$ cat config.mk
export PLATFORM = sky130hd
export DESIGN_NAME = sysctl_top
export DESIGN_NICKNAME = d
export VERILOG_FILES = /design/src/rtl/sysctl_pkg.sv /design/src/rtl/sysctl_apb_if.sv /design/src/rtl/sysctl_reset_track.sv /design/src/rtl/sysctl_id_rom.sv /design/src/rtl/sysctl_top.sv
export SDC_FILE = /design/constraint.sdc
export NUM_CORES = 1
export LEC_CHECK = 0
export BUFFER_PORTS_ARGS = -buffer_cell sky130_fd_sc_hd__buf_2
export CAP_MARGIN = 10
export CORE_MARGIN = 2
export CORE_UTILIZATION = 35
export DETAILED_ROUTE_END_ITERATION = 6
export GPL_TIMING_DRIVEN = 0
export PLACE_DENSITY_LB_ADDON = 0.05
export SETUP_SLACK_MARGIN = 0.2
export SLEW_MARGIN = 40
export SYNTH_ARGS = -nofsm -noshare
export SYNTH_HDL_FRONTEND = slang
export SYNTH_SLANG_ARGS = --single-unit
$ cat constraint.sdc
create_clock -name pclk -period 4.15 [get_ports pclk]
set_input_delay 0.6225 -clock pclk [delete_from_list [all_inputs] [get_ports pclk]]
set_output_delay 0.6225 -clock pclk [all_outputs]
set_load 0.03 [all_outputs]
$ cat src/rtl/sysctl_pkg.sv
package sysctl_pkg;

  // cause register bit positions (software reads them)
  localparam int unsigned CAUSE_W      = 2;
  localparam int unsigned CAUSE_SW_BIT = 0;
  localparam int unsigned CAUSE_LK_BIT = 1;

  // number of words in the identification window
  localparam int unsigned ID_WORDS = 16;
  localparam int unsigned ID_IDX_W = $clog2(ID_WORDS);

  typedef enum logic [1:0] {
    SEL_NONE,
    SEL_OPT,
    SEL_CAUSE,
    SEL_ID
  } reg_sel_e;

  // Sticky update: new events win over a simultaneous clear.
  function automatic logic [CAUSE_W-1:0] cause_next(
    input logic [CAUSE_W-1:0] cur,
    input logic [CAUSE_W-1:0] set,
    input logic [CAUSE_W-1:0] clr
  );
    return (cur & ~clr) | set;
  endfunction

  // Identification byte for word index within the window.
  function automatic logic [7:0] id_byte(
    input logic [ID_IDX_W-1:0] idx,
    input logic [7:0]          part,
    input logic [3:0]          rev
  );
    logic [7:0] b;
    case (idx)
      4'd4:    b = 8'h04;
      4'd8:    b = part;
      4'd9:    b = 8'hB8;
      4'd10:   b = {rev, 4'hB};
      4'd12:   b = 8'h0D;
      4'd13:   b = 8'hF0;
      4'd14:   b = 8'h05;
      4'd15:   b = 8'hB1;
      default: b = 8'h00;
    endcase
    return b;
  endfunction

endpackage

$ cat src/rtl/sysctl_apb_if.sv
module sysctl_apb_if
  import sysctl_pkg::*;
#(
  parameter int unsigned ADDR_W    = 12,
  parameter logic [ADDR_W-1:0] OPT_OFS   = 12'h00C,
  parameter logic [ADDR_W-1:0] CAUSE_OFS = 12'h010
) (
  input  logic                psel,
  input  logic                penable,
  input  logic                pwrite,
  input  logic [ADDR_W-1:0]   paddr,
  output reg_sel_e            sel_o,
  output logic [ID_IDX_W-1:0] id_idx_o,
  output logic                wr_en_o,
  output logic                rd_en_o
);

  localparam int unsigned TAG_W = ADDR_W - ID_IDX_W - 2;

  logic in_id;

  assign in_id    = (paddr[ADDR_W-1 -: TAG_W] == {TAG_W{1'b1}}) &&
                    (paddr[1:0] == 2'b00);
  assign id_idx_o = paddr[ID_IDX_W+1:2];

  always_comb begin
    if (paddr == OPT_OFS)        sel_o = SEL_OPT;
    else if (paddr == CAUSE_OFS) sel_o = SEL_CAUSE;
    else if (in_id)              sel_o = SEL_ID;
    else                         sel_o = SEL_NONE;
  end

  assign wr_en_o = psel & penable & pwrite;
  assign rd_en_o = psel & ~pwrite;

endmodule

$ cat src/rtl/sysctl_reset_track.sv
module sysctl_reset_track
  import sysctl_pkg::*;
(
  input  logic               clk,
  input  logic               por_n,
  input  logic               sw_req_i,
  input  logic               lockup_i,
  input  logic               lk_en_i,
  input  logic [CAUSE_W-1:0] clr_i,
  output logic [CAUSE_W-1:0] cause_o,
  output logic               pulse_o,
  output logic               sw_trig_o,
  output logic               lk_trig_o
);

  logic               sw_q;
  logic               lk_q;
  logic               lk_qual;
  logic [CAUSE_W-1:0] set_vec;

  assign lk_qual   = lockup_i & lk_en_i;
  assign sw_trig_o = sw_req_i & ~sw_q;
  assign lk_trig_o = lk_qual & ~lk_q;

  always_comb begin
    set_vec               = '0;
    set_vec[CAUSE_SW_BIT] = sw_trig_o;
    set_vec[CAUSE_LK_BIT] = lk_trig_o;
  end

  // all state on power-on reset only, so it survives the reset it requests
  always_ff @(posedge clk or negedge por_n) begin
    if (!por_n) begin
      sw_q    <= 1'b0;
      lk_q    <= 1'b0;
      pulse_o <= 1'b0;
      cause_o <= '0;
    end else begin
      sw_q    <= sw_req_i;
      lk_q    <= lk_qual;
      pulse_o <= sw_trig_o | lk_trig_o;
      cause_o <= cause_next(cause_o, set_vec, clr_i);
    end
  end

endmodule

$ cat src/rtl/sysctl_id_rom.sv
module sysctl_id_rom
  import sysctl_pkg::*;
#(
  parameter int unsigned DATA_W = 32,
  parameter logic [7:0]  PART   = 8'h26,
  parameter logic [3:0]  REV    = 4'h0
) (
  input  logic [ID_IDX_W-1:0] idx_i,
  output logic [DATA_W-1:0]   word_o
);

  logic [DATA_W-1:0] rom [ID_WORDS];

  for (genvar g = 0; g < ID_WORDS; g++) begin : g_id
    assign rom[g] = {{(DATA_W-8){1'b0}}, id_byte(ID_IDX_W'(g), PART, REV)};
  end

  assign word_o = rom[idx_i];

endmodule

$ cat src/rtl/sysctl_top.sv
module sysctl_top
  import sysctl_pkg::*;
#(
  parameter int unsigned ADDR_W    = 12,
  parameter int unsigned DATA_W    = 32,
  parameter logic [ADDR_W-1:0] OPT_OFS   = 12'h00C,
  parameter logic [ADDR_W-1:0] CAUSE_OFS = 12'h010,
  parameter logic [7:0]  PART      = 8'h26,
  parameter logic [3:0]  REV       = 4'h0
) (
  input  logic              pclk,
  input  logic              por_n,
  input  logic              psel,
  input  logic              penable,
  input  logic              pwrite,
  input  logic [ADDR_W-1:0] paddr,
  input  logic [DATA_W-1:0] pwdata,
  output logic [DATA_W-1:0] prdata,
  output logic              pready,
  output logic              pslverr,
  input  logic              cpu_rst_req_i,
  input  logic              cpu_lockup_i,
  output logic              sys_rst_req_o
);

  reg_sel_e              sel_w;
  logic [ID_IDX_W-1:0]   id_idx_w;
  logic                  wr_en_w;
  logic                  rd_en_w;
  logic                  opt_wr_w;
  logic [CAUSE_W-1:0]    clr_w;
  logic [CAUSE_W-1:0]    cause_w;
  logic                  lk_en_q;
  logic                  sw_trig_w;
  logic                  lk_trig_w;
  logic [DATA_W-1:0]     id_word_w;

  sysctl_apb_if #(
    .ADDR_W   (ADDR_W),
    .OPT_OFS  (OPT_OFS),
    .CAUSE_OFS(CAUSE_OFS)
  ) u_if (
    .psel    (psel),
    .penable (penable),
    .pwrite  (pwrite),
    .paddr   (paddr),
    .sel_o   (sel_w),
    .id_idx_o(id_idx_w),
    .wr_en_o (wr_en_w),
    .rd_en_o (rd_en_w)
  );

  assign opt_wr_w = wr_en_w && (sel_w == SEL_OPT);
  assign clr_w    = (wr_en_w && (sel_w == SEL_CAUSE)) ? pwdata[CAUSE_W-1:0] : '0;

  always_ff @(posedge pclk or negedge por_n) begin
    if (!por_n)        lk_en_q <= 1'b0;
    else if (opt_wr_w) lk_en_q <= pwdata[0];
  end

  sysctl_reset_track u_track (
    .clk      (pclk),
    .por_n    (por_n),
    .sw_req_i (cpu_rst_req_i),
    .lockup_i (cpu_lockup_i),
    .lk_en_i  (lk_en_q),
    .clr_i    (clr_w),
    .cause_o  (cause_w),
    .pulse_o  (sys_rst_req_o),
    .sw_trig_o(sw_trig_w),
    .lk_trig_o(lk_trig_w)
  );

  sysctl_id_rom #(
    .DATA_W(DATA_W),
    .PART  (PART),
    .REV   (REV)
  ) u_id (
    .idx_i (id_idx_w),
    .word_o(id_word_w)
  );

  always_comb begin
    prdata = '0;
    if (rd_en_w) begin
      case (sel_w)
        SEL_OPT:   prdata = {{(DATA_W-1){1'b0}}, lk_en_q};
        SEL_CAUSE: prdata = {{(DATA_W-CAUSE_W){1'b0}}, cause_w};
        SEL_ID:    prdata = id_word_w;
        default:   prdata = '0;
      endcase
    end
  end

  assign pready  = 1'b1;
  assign pslverr = 1'b0;

endmodule

# Word-level counts from Yosys, hierarchy flattened
# Memories as Yosys holds them, arrays and structs flattened.
# Cells that the tools add are included.
# totals
romBits	512
word_cells	39
reg_bits	6
memories	1
# classes
n_lt_le_gt_ge	1
n_eq_ne	6
bitwise	14
n_mux	8
n_reduce_logical	4
# mem_list
memory	depth	word_bits	read_ports	rd_clocked_by_memory_dff	write_ports	line	text
(no name shown)	16	32	1	0	0	sysctl_id_rom.sv:18	assign word_o = rom[idx_i];
# ops
cell	n
32-bit two-way mux	3
32-bit one-hot mux with 3 select lines	1
12-bit by 4-bit equality test with 1-bit output (second input constant)	1
12-bit by 5-bit equality test with 1-bit output (second input constant)	1
2-bit two-way mux	4
1-bit bitwise AND	6
6-bit equality test (second input constant)	1
5-bit >= comparator (second input constant)	1
4-bit NOT with 5-bit output	1
2-bit equality test (second input constant)	2
1-bit logical AND	3
1-bit NOT	3
2-bit bitwise AND	1
2-bit by 1-bit equality test with 1-bit output (second input constant)	1
2-bit logical NOT	1
2-bit NOT	1
2-bit OR	1
1-bit OR	1

# Depth between registers and ports, before layout
# Gate-level depths: netlist of run 1.
# depth
ltp_word	11
ltp_mapped	6

# Cells and area by module
# Synthesis of run 1 repeated with hierarchy kept, for this count alone.
# hier_totals
cells_unflattened	131
area_unflattened_um2	1061.0
# by_module_without_submodules
module	cells_each	area_each_um2	instances
sysctl_id_rom	49	374.1	1
sysctl_top	50	371.6	1
sysctl_reset_track	15	201.4	1
sysctl_apb_if	17	113.9	1

# Worst setup path after synthesis of run 1
# OpenSTA, ideal clock, no wires.
# synth_path
path_kind	input port to output port
start	input paddr[11]
end	output prdata[1]
t_required_ps	3527
slack_ps	1400
cell_stages	4
arrival_ps	2128
cell_sequence	nand4_1 nor4_1 nand3_1 o31ai_1
# synth_via
elab_chain_cells	8
# synth_rtl
item	line	text
from (decl)	sysctl_top.sv:16	input logic [ADDR_W-1:0] paddr,
6-bit equality test	sysctl_apb_if.sv:22	assign in_id = (paddr[ADDR_W-1 -: TAG_W] == {TAG_W{1'b1}}) &&
1-bit logical AND	sysctl_apb_if.sv:22	
2-bit two-way mux	sysctl_apb_if.sv:29	else if (in_id) sel_o = SEL_ID;
2-bit two-way mux	sysctl_apb_if.sv:28	else if (paddr == CAUSE_OFS) sel_o = SEL_CAUSE;
2-bit two-way mux (*)	sysctl_apb_if.sv:27	if (paddr == OPT_OFS) sel_o = SEL_OPT;
2-bit equality test or 2-bit by 1-bit equality test with 1-bit output (tied branches)	sysctl_top.sv:86	case (sel_w)
32-bit one-hot mux with 3 select lines (*)	sysctl_top.sv:86	
32-bit two-way mux (*)	sysctl_top.sv:85	if (rd_en_w) begin
to (decl)	sysctl_top.sv:18	output logic [DATA_W-1:0] prdata,
# Every way passes the cells marked *; elsewhere a longest branch is shown, timed or not.

# Final worst setup path of run 1
# layout_path
start	input paddr[8]
end	output prdata[1]
# The elaborated chain is that of the path after synthesis.

==> results.md, run 1 <==
- DIE HEIGHT: 49.46 µm
- Cell internal power dissipation: roughly 120 µW
- Via density: 3.943
- TritonCTS clock tree: yes
- Overall global routing resource usage: a little over an eighth
- Pwr/cell area: between 150 and 200 nW/µm²
- Leakage power of the design: 0.0006020 µW
- Total number of vias: approximately 700
- Share of Yosys cell area claimed by the top area cell type: between 20% and 30%
- R2R depth: 1
- Drt wl/cell: about 8.2 µm
- Initial core utilization: 36.86%
- Post-synthesis cell type count: 26
- Maximum ir drop on the vdd rail: between 0.0001 and 0.00015 V
- First-pass detailed-route iteration total: 4
- Setup-failing EPs final: 0
- Iteration-0 DRC count of the detailed router: 4
- Syn_area_per_cell: between 7 and 8 µm²
- Startpoint of the worst-slack reg-to-reg timing path: lk_en_q
- Number of max-capacitance violations reported: 0
- Vias in the first global route: 600
- GR Overflow Total: 0
- Mux cell area share after synthesis: between 6 and 7%
- Number of top-level pins: 86
- Classification of the worst setup path: in2out
- Sum of negative setup slack: 0 ns
- Sort of element at the start of the critical path: input port
- Setup repair after global routing missed its margin: no
- Synth area leaders: sky130_fd_sc_hd__buf_4 28%, sky130_fd_sc_hd__dfrtp_1 21%, sky130_fd_sc_hd__ha_1 6.9%
- Routability congestion estimate: between 0.7 and 0.8
- Most common cell on crit path: sky130_fd_sc_hd__buf_2
- Simple-Gate Fraction of Synth Area: between 20% and 30%
- Largest clock skew in the final design: around 0.0018 ns
- Final number of hold-violating endpoints: 0
- Clock insertion delay at the later pin of the skew report: approximately 0.24 ns
- Die Width: 49.46 µm
- Warnings, synthesis: 0
- Maximum number of buffers from clock root to sink: 2
- Area growth from synthesis to layout: 40.31%
- Largest area contributor in the synthesized netlist: sky130_fd_sc_hd__buf_4
- Most frequent cells in the layout: 29 x sky130_fd_sc_hd__buf_2, 27 x sky130_fd_sc_hd__buf_4, 26 x sky130_fd_sc_hd__conb_1
- Part of the cycle the worst path needs: 67.09%
- Xor-xnor portion of the synthesized cell area: 0%
- Count of input and output buffers: 29
- Clock power frac: a little over a quarter
- Post-detailed-placement half-perimeter wirelength: 1.265 mm
- Data arrival time of the critical path: about 2.2 ns
- Cts bufs inserted: 3
- Slew margin rel.: between 60% and 70%
- Post-layout min period: ~2.8 ns
- # DRC: 0
- Relative contribution of sequential cells to total power: between 30% and 40%
- Sequential element share of the synthesized area: between 20% and 30%
- Synth Area in Adders: under 10%
- Part of the total power dissipated in combinational logic: approximately 42%
- Actual slew at the worst max-slew pin: 0.5411 ns
- Number of antenna violations at the first check in global routing: 0
- DRT antenna net count: 0
- Nets@finish: just over 200
- Type of the worst min-delay path: in2async
- Total routed wirelength: about 1.4 mm
- ANT cells: 0
- Flip-flop and latch count after synthesis: 6
- Largest net degree at the start of global routing: 11
- Share of the synthesized area in compound gates (AO/OA/AOI/OAI): roughly 11%
- H-tree Lvls: 1
- Cell with the biggest individual delay on the critical path: sky130_fd_sc_hd__nor4_1
- Synthesized instance count: 91
- Post-route worst hold slack: a little under 0.2 ns
- Critical Path End Type: output pin
- Syn Std Cell Area: a little over 700 µm²
- Result of the run: finished clean
- # resized after CTS: 0
- Wire length of the first global-routing pass: 2.484 mm
- Proportion of layout cells with a drive suffix above 1: about 43%
- Launching element of the worst setup path: paddr[8]
- Clk sink count: 6
- Post-CTS Hold Fix Bufs: 0
- CP Max Fanout: 5
- Total count of max-transition violations in the final report: 0
- Floorplan die area: between 2000 and 2500 µm²
- Endpoint required time on the critical path: about 3.5 ns
- Net Sw Power: 70.95 µW
- Achievable frequency: roughly 360 MHz
- Cell breakdown of the critical path: buf_2, nand4_1, nor4_1, nand3_1, o31ai_1, buf_2
- Critical Path Max Stage Delay: about 0.48 ns
- Switch share: 36.59%
- Total number of placement rows: 16
- CTS clk-pin slew, worst paths: around 0.04 ns
- Commonest non-fill, non-tap cell in the layout: sky130_fd_sc_hd__buf_2
- Post-CTS setup-driven buffer insertion count: 0
- Largest family of logic cells by synthesized area: buffers and inverters
- Placeable core area: 1962 µm²
- Clk root buf: sky130_fd_sc_hd__clkbuf_4
[power groups by stage]
stage | Combinational [µW] | Sequential, µW | Clock [µW]
2_1_floorplan | 62.8 | 62.1 | 0
3_3_place_gp | 80.1 | 61.0 | 0
3_5_place_dp | 80.6 | 61.1 | 0
4_1_cts | 80.8 | 60.2 | 54.3
5_1_grt | 88.4 | 60.3 | 58.8
6_report | 81.6 | 60.2 | 52.1
[worst paths after layout]
path / end / slack, ns
hold / removal: u_track.sw_q / 0.19
hold reg to reg: u_track.cause_o[1] / 0.45
setup reg to reg: lk_en_q / 3.39
max in group asynchronous: lk_en_q / 3.82
setup / recovery: prdata[1] / 1.37
min in group pclk: u_track.cause_o[1] / 0.45
[metal layers]
layer,vias to the layer above,routed length [µm],global-route usage (%)
li1,367,-,-
met1,280,586,15.04
met2,34,663,21.40
met3,5,141,4.545
met4,0,28,6.481
met5,-,0,0
[Yosys cell counts]
cell and n:
sky130_fd_sc_hd__nand3_1 6, sky130_fd_sc_hd__nor2_1 8, sky130_fd_sc_hd__a21oi_1 5, sky130_fd_sc_hd__nand4_1 1, sky130_fd_sc_hd__nand2_2 1, sky130_fd_sc_hd__or4_4 1
sky130_fd_sc_hd__conb_1 2, sky130_fd_sc_hd__ha_1 4, sky130_fd_sc_hd__nor4_4 1, sky130_fd_sc_hd__nand2_1 4, sky130_fd_sc_hd__dfrtp_1 6, sky130_fd_sc_hd__or3_1 1
sky130_fd_sc_hd__buf_4 27, sky130_fd_sc_hd__a32oi_1 1, sky130_fd_sc_hd__and3_1 2, sky130_fd_sc_hd__o2bb2ai_1 2, sky130_fd_sc_hd__o21ai_0 2, sky130_fd_sc_hd__nor4_1 1
sky130_fd_sc_hd__inv_1 6, sky130_fd_sc_hd__buf_1 1, sky130_fd_sc_hd__nor2b_1 1, sky130_fd_sc_hd__nand2b_1 2, sky130_fd_sc_hd__o31ai_1 1, sky130_fd_sc_hd__mux2i_1 3
sky130_fd_sc_hd__mux2_4 1, sky130_fd_sc_hd__a22o_1 1
[flip-flops by register name, indices dropped and copies added, names as in the netlist]
register         flops
u_track.cause_o      2
u_track.lk_q         1
u_track.pulse_o      1
lk_en_q              1
u_track.sw_q         1
[worst max-delay path, delay by kind of cell]
kind | cells | cell delay, ns
buffers and inverters | 2 | 0.35
AND/OR/NAND/NOR | 3 | 0.87
AO/OA/AOI/OAI | 1 | 0.31
[stage by stage]
step	total power [µW]	instances	utilization [%]	cell area, µm²	setup slack, ns
final	193.9	174	51.72	1015	1.366
after global routing	207.5	174	51.72	1015	1.203
after CTS	195.3	174	51.72	1015	1.368
after detailed placement	141.7	171	50.57	992.2	1.360
after global placement	141.1	171	50.57	992.2	1.383
after floorplan	124.9	115	-	813.3	1.400
[area by class of cell]
cell class / instances / area [µm²]
multi-input cells: 75 / 434.2
fillers: 212 / 947.2
repair buffers: 29 / 145.1
plain buffers: 28 / 206.4
clock buffers: 3 / 22.52
well taps: 27 / 33.78
flip-flops and latches: 6 / 150.1
inverters: 6 / 22.52
[logic make-up after synthesis]
logic type / Yosys count
buffers and inverters: 34
AND/OR/NAND/NOR: 29
AO/OA/AOI/OAI: 12
flip-flops: 6
multiplexers: 4
adder cells (fa/ha/maj): 4
other: 2
Note: power is estimated with default switching activity, not from simulation.
==> inputs of run 2 (changes only) <==
- CORE_UTILIZATION: 35 -> 29
- clock period: 4.15 -> 2.5 ns (I/O delays scaled with it)
==> run 2 against run 1 <==
  * Routed wire length rose by 2.4%
  * Flip-flop and latch count did not move
  * Clock skew barely moved
  * Worst setup slack got worse by 1.1 ns
  * Highest routed layer unchanged
  * Final cell count rose by 2.9%
==> results.md, run 2 (synthesized netlist as in run 1, its figures left out) <==
- Result of the run: finished clean
- Total of fill cells in the finished design: 263 (+24%)
- Floorplan die area: 2909 µm² (+19%)
- Type of the worst min-delay path: in2reg
- Final instance count without filler cells: 179 (+2.9%)
- Register bank with the most flops: u_track.cause_o
- Via density: 3.816 (-3.2%)
- Number of top-level pins: 86 (unchanged)
- Sort of element at the start of the critical path: input port
- Maximum ir drop on the vdd rail: 0.0002061 V (+52%)
- Cell family with the largest share of critical-path delay: simple AND/OR/NAND/NOR gates
- Clk sink count: 6 (unchanged)
- Initial core utilization: 30.01% (-6.9 points)
- Most frequent cells in the layout: 29 x sky130_fd_sc_hd__buf_2, 28 x sky130_fd_sc_hd__buf_4, 26 x sky130_fd_sc_hd__conb_1
- Clk root buf: sky130_fd_sc_hd__clkbuf_4
- GR Overflow Total: 0 (unchanged)
- Number of antenna violations at the first check in global routing: 0 (unchanged)
- Critical Path End Type: output pin
- H-tree Lvls: 1 (unchanged)
- Setup repair after global routing missed its margin: no
- TritonCTS clock tree: yes
- Iteration-0 DRC count of the detailed router: 8 (+4)
- Placeable core area: 2410 µm² (+23%)
- Total routed wirelength: 1.453 mm (+2.4%)
- Final number of hold-violating endpoints: 0 (unchanged)
- Sum of negative setup slack: 0 ns (unchanged)
- Most common cell on crit path: sky130_fd_sc_hd__buf_2
- Cts bufs inserted: 3 (unchanged)
- DIE HEIGHT: 53.94 µm (+9.1%)
- Critical Path Max Stage Delay: 0.54 ns (+0.06 ns)
- Largest register FFs: 2 (unchanged)
- Cell count after placement: 174 (+1.8%)
- Die Width: 53.94 µm (+9.1%)
- Classification of the worst setup path: in2out
- Maximum number of buffers from clock root to sink: 2 (unchanged)
- Proportion of layout cells with a drive suffix above 1: 43.62% (+0.77 points)
- Post-layout min period: 2.190 ns
- Post-route worst hold slack: 0.2762 ns (+0.08406 ns)
- Pwr/cell area: 308.6 nW/µm² (+61%)
- Leakage power of the design: 0.0006119 µW (+1.6%)
- Commonest non-fill, non-tap cell in the layout: sky130_fd_sc_hd__buf_2
- # DRC: 0 (unchanged)
- First-pass detailed-route iteration total: 4 (unchanged)
- Placement-stage worst setup slack: 0.1310 ns (-1.230 ns)
- Achievable frequency: approximately 460 MHz
- Post-detailed-placement half-perimeter wirelength: 1.276 mm (+0.83%)
- Routability congestion estimate: 0.6932 (-7.8%)
- Final core utilization: 43.25% (-8.5 points)
- CP Max Fanout: 3 (-2)
- Number of max-capacitance violations reported: 0 (unchanged)
- Setup-failing EPs final: 0 (unchanged)
- DRT antenna net count: 0 (unchanged)
- Largest clock skew in the final design: 0.002269 ns (+0.0004376 ns)
- Total number of vias: 683 (-0.44%)
- Cell breakdown of the critical path: buf_2, or4_4, nor4_4, nand3_1, o31ai_1, buf_2
- Vias in the first global route: 533 (-11%)
- Area growth from synthesis to layout: 44.12%
- Wire length of the first global-routing pass: 2.125 mm (-14%)
- Part of the cycle the worst path needs: 87.60%
- Total number of placement rows: 18 (+2)
- Largest net degree at the start of global routing: 11 (unchanged)
- ANT cells: 0 (unchanged)
- Nets@finish: 206 (+0.98%)
- Drt wl/cell: 8.117 µm (-0.46%)
- Crit path buffers/inverters: 2 (unchanged)
- Total count of max-transition violations in the final report: 0 (unchanged)
- Overall global routing resource usage: 10.07% (-3.0 points)
- Endpoint required time on the critical path: 2.12 ns (-1.41 ns)
- Cell with the biggest individual delay on the critical path: sky130_fd_sc_hd__or4_4
- CTS clk-pin slew, worst paths: 0.04 ns (about the same)
- Setup ws final: 0.3101 ns (-1.056 ns)
- Clock insertion delay at the later pin of the skew report: 0.24 ns (about the same)
- Count of input and output buffers: 29 (unchanged)
- Data arrival time of the critical path: 1.81 ns (-0.35 ns)
-- run 2: path summary, 6_finish.rpt --
path | from | endpoint | slack (ns) | cells past startpoint
min in group asynchronous | por_n | lk_en_q | 0.49 | 2
min | cpu_rst_req_i | u_track.sw_q | 0.28 | 1
max | paddr[1] | prdata[1] | 0.31 | 6
max reg2reg | lk_en_q | lk_en_q | 1.73 | 1
max in group asynchronous | por_n | u_track.lk_q | 1.87 | 2
min reg2reg | u_track.lk_q | u_track.cause_o[1] | 0.45 | 1
-- run 2: timing repair --
action | in CTS | in global routing
pin swaps | 0 | 1
hold buffers | 1 | 0
endpoints found under the setup margin | 2 | 1
buffers inserted | 0 | 1
resized for setup | 1 | 0
endpoints found under the hold margin | 6 | 0
-- run 2: through the flow --
stage               total power, µW  area, µm²
floorplan                     207.4      813.3
global route                  347.8       1042
CTS                           324.4       1035
global placement              235.2      996.0
finish                        321.6       1042
detailed placement            235.7      996.0
-- run 2: final cells by class --
cell class                      instances  area [µm²]  share of cell area, %
Clock buffer                            3       22.52                  2.161
Multi-Input combinational cell         75       440.4                  42.26
Buffer                                 28       206.4                  19.81
Tap cell                               30       37.54                  3.601
Timing Repair Buffer                   31       162.7                  15.61
Sequential cell                         6       150.1                  14.41
Inverter                                6       22.52                  2.161
-- run 2: power by group --
part,internal [µW],leakage (µW),switching (µW)
Clock,54.0,0.0000138,30.4
Sequential,99.4,0.0000752,0.483
Combinational,51.7,0.000523,85.7
-- run 2: layer usage --
metal | wire [µm] | up-vias | track usage (%)
met4 | 10 | 0 | 3.846
met1 | 583 | 279 | 12.29
met2 | 702 | 34 | 16.46
met5 | 0 | - | 0
li1 | - | 368 | -
met3 | 156 | 2 | 3.056
==> inputs of run 3 (changes only) <==
- CTS_BUF_LIST: default -> sky130_fd_sc_hd__clkbuf_16
==> run 3 against run 2 <==
  * Die area unchanged
  * Critical path type unchanged
  * Utilization grew 2.2 points
  * Sequential power barely moved
  * Hold slack improved by 0.016 ns
  * Register-to-register slack about the same
  * Global-route usage shrank 0.27 points
  * Total power up 53%
  * Maximum frequency grew 0.11%
  * Final area rose by 5.0%
  * Clock skew fell by 0.0017 ns
  * Combinational power about the same
==> results.md, run 3 (synthesized netlist as in run 1, its figures left out) <==
- Result of the run: finished clean
- Most frequent cells in the layout: 29 x sky130_fd_sc_hd__buf_2, 28 x sky130_fd_sc_hd__buf_4, 26 x sky130_fd_sc_hd__conb_1
- R2R depth: 1 (unchanged)
- Hold Crit Start: cpu_rst_req_i
- Setup repair after global routing missed its margin: no
- Sum of negative setup slack: 0 ns (unchanged)
- Final design instance area without fill: 1095 µm² (+5.0%)
- Pwr/cell area: 448.6 nW/µm² (+45%)
- TritonCTS clock tree: yes
- Reg-to-Reg End: lk_en_q
- ANT cells: 0 (unchanged)
- Clk root buf: sky130_fd_sc_hd__clkbuf_16
- Data arrival time of the critical path: 1.81 ns (about the same)
- GR Overflow Total: 0 (unchanged)
- CP Max Fanout: 3 (unchanged)
- Maximum ir drop on the vdd rail: 0.0003612 V (+75%)
- Cell family with the largest share of critical-path delay: simple AND/OR/NAND/NOR gates
- Part of the cycle the worst path needs: 87.50% (-0.099 points)
- Total number of vias: 682 (-0.15%)
- Clk sink count: 6 (unchanged)
- Setup-failing EPs final: 0 (unchanged)
- DRT antenna net count: 0 (unchanged)
- Routability congestion estimate: 0.6932 (unchanged)
- Overall global routing resource usage: 9.797% (-0.27 points)
- CTS clk-pin slew, worst paths: 0.03 ns (about the same)
- Crit path buffers/inverters: 2 (unchanged)
- Endpoint required time on the critical path: 2.12 ns (about the same)
- Largest clock skew in the final design: 0.0005443 ns (-0.001725 ns)
- Post-detailed-placement half-perimeter wirelength: 1.276 mm (unchanged)
- Most common cell on crit path: sky130_fd_sc_hd__buf_2
- Proportion of layout cells with a drive suffix above 1: 43.62% (unchanged)
- Area growth from synthesis to layout: 51.38%
- Total count of max-transition violations in the final report: 0 (unchanged)
- Initial core utilization: 30.01% (unchanged)
- Clock insertion delay at the later pin of the skew report: 0.22 ns (-0.02 ns)
- Count of input and output buffers: 29 (unchanged)
- Number of antenna violations at the first check in global routing: 0 (unchanged)
- Nets@finish: 206 (unchanged)
- Wire length of the first global-routing pass: 2.139 mm (+0.66%)
- Register bank with the most flops: u_track.cause_o
- DIE HEIGHT: 53.94 µm (unchanged)
- Type of the worst min-delay path: in2reg
- Achievable frequency: 457.2 MHz (+0.11%)
- Final number of hold-violating endpoints: 0 (unchanged)
- Placeable core area: 2410 µm² (unchanged)
- Global-route track usage on met3: 1.389% (-1.7 points)
- First-pass detailed-route iteration total: 3 (-1)
- Commonest non-fill, non-tap cell in the layout: sky130_fd_sc_hd__buf_2
- Maximum number of buffers from clock root to sink: 2 (unchanged)
- Cell breakdown of the critical path: buf_2, or4_4, nor4_4, nand3_1, o31ai_1, buf_2
- H-tree Lvls: 1 (unchanged)
- Critical Path Max Stage Delay: 0.54 ns (about the same)
- Register-to-register setup slack: 1.73 ns (about the same)
- Total of fill cells in the finished design: 258 (-1.9%)
- Sort of element at the start of the critical path: input port
- Total number of placement rows: 18 (unchanged)
- Number of top-level pins: 86 (unchanged)
- Startpoint of the worst-slack reg-to-reg timing path: lk_en_q
- Largest register FFs: 2 (unchanged)
- Total routed wirelength: 1.474 mm (+1.4%)
- Classification of the worst setup path: in2out
- Die Width: 53.94 µm (unchanged)
- Drt wl/cell: 8.235 µm (+1.4%)
- Iteration-0 DRC count of the detailed router: 6 (-2)
- Vias in the first global route: 539 (+1.1%)
- Post-layout min period: 2.187 ns (-0.002484 ns)
- Cts bufs inserted: 3 (unchanged)
- Critical Path End Type: output pin
- Largest net degree at the start of global routing: 11 (unchanged)
- Cells on Worst Hold Path: 1 (unchanged)
- # DRC: 0 (unchanged)
- Cell with the biggest individual delay on the critical path: sky130_fd_sc_hd__or4_4
- Floorplan die area: 2909 µm² (unchanged)
- Met2 usage: 16.87% (+0.41 points)
- Met1 layer usage reported by global route: 12.69% (+0.40 points)
- Placed inst area: 996.0 µm² (unchanged)
- Leakage power of the design: 0.0006350 µW (+3.8%)
- Sink of the worst hold path: u_track.sw_q
- Most used routing layer: met2
- Number of max-capacitance violations reported: 0 (unchanged)
- Via density: 3.810 (-0.15%)
[run 3: worst max-delay path by stage]
| stage | from | slack, ns | cells past startpoint | end |
|---|---|---|---|---|
| 4_1_cts | paddr[1] | 0.27 | 6 | prdata[1] |
| 2_1_floorplan | paddr[11] | 0.24 | 4 | prdata[1] |
| 6_report | paddr[1] | 0.31 | 6 | prdata[1] |
| 5_1_grt | paddr[1] | 0.21 | 6 | prdata[1] |
| 3_5_place_dp | paddr[8] | 0.13 | 6 | prdata[1] |
| 3_3_place_gp | paddr[8] | 0.22 | 6 | prdata[1] |
[run 3: layout make-up]
class	instances	area, µm²	area share, %
flip-flops and latches	6	150.1	13.71
plain buffers	28	206.4	18.86
multi-input cells	75	440.4	40.23
inverters	6	22.52	2.057
clock buffers	3	75.07	6.857
repair buffers	31	162.7	14.86
well taps	30	37.54	3.429
[run 3: per-layer routing]
metal,share of wire [%],up-vias
li1,-,370
met1,41,280
met2,48,32
met3,10,0
met4,0,0
met5,0,-
[run 3: report_power, final]
group          switching, µW  total (µW)  internal [µW]
combinational           85.7         137           51.7
clock                   48.9         254            205
sequential             0.483         100           99.7
total                    135         491            356
[run 3: timing repair]
item / 4_1_cts / 5_1_grt
setup buffers: 0 / 1
hold endpoints to repair: 6 / 0
pin swaps: 0 / 1
hold buffers: 1 / 0
resized for setup: 1 / 0
setup endpoints to repair: 2 / 1
[run 3: through the flow]
stage / worst slack [ns] / total power, µW / utilization (%) / std cells / hold slack (ns)
after floorplan: 0.2446 / 207.4 / - / 115 / 0.07941
after global placement: 0.2199 / 235.2 / 41.33 / 174 / 0.2021
after detailed placement: 0.1310 / 235.7 / 41.33 / 174 / 0.2044
after CTS: 0.2652 / 493.3 / 45.12 / 178 / 0.2880
after global routing: 0.2118 / 512.8 / 45.43 / 179 / 0.2895
final: 0.3126 / 491.2 / 45.43 / 179 / 0.2925
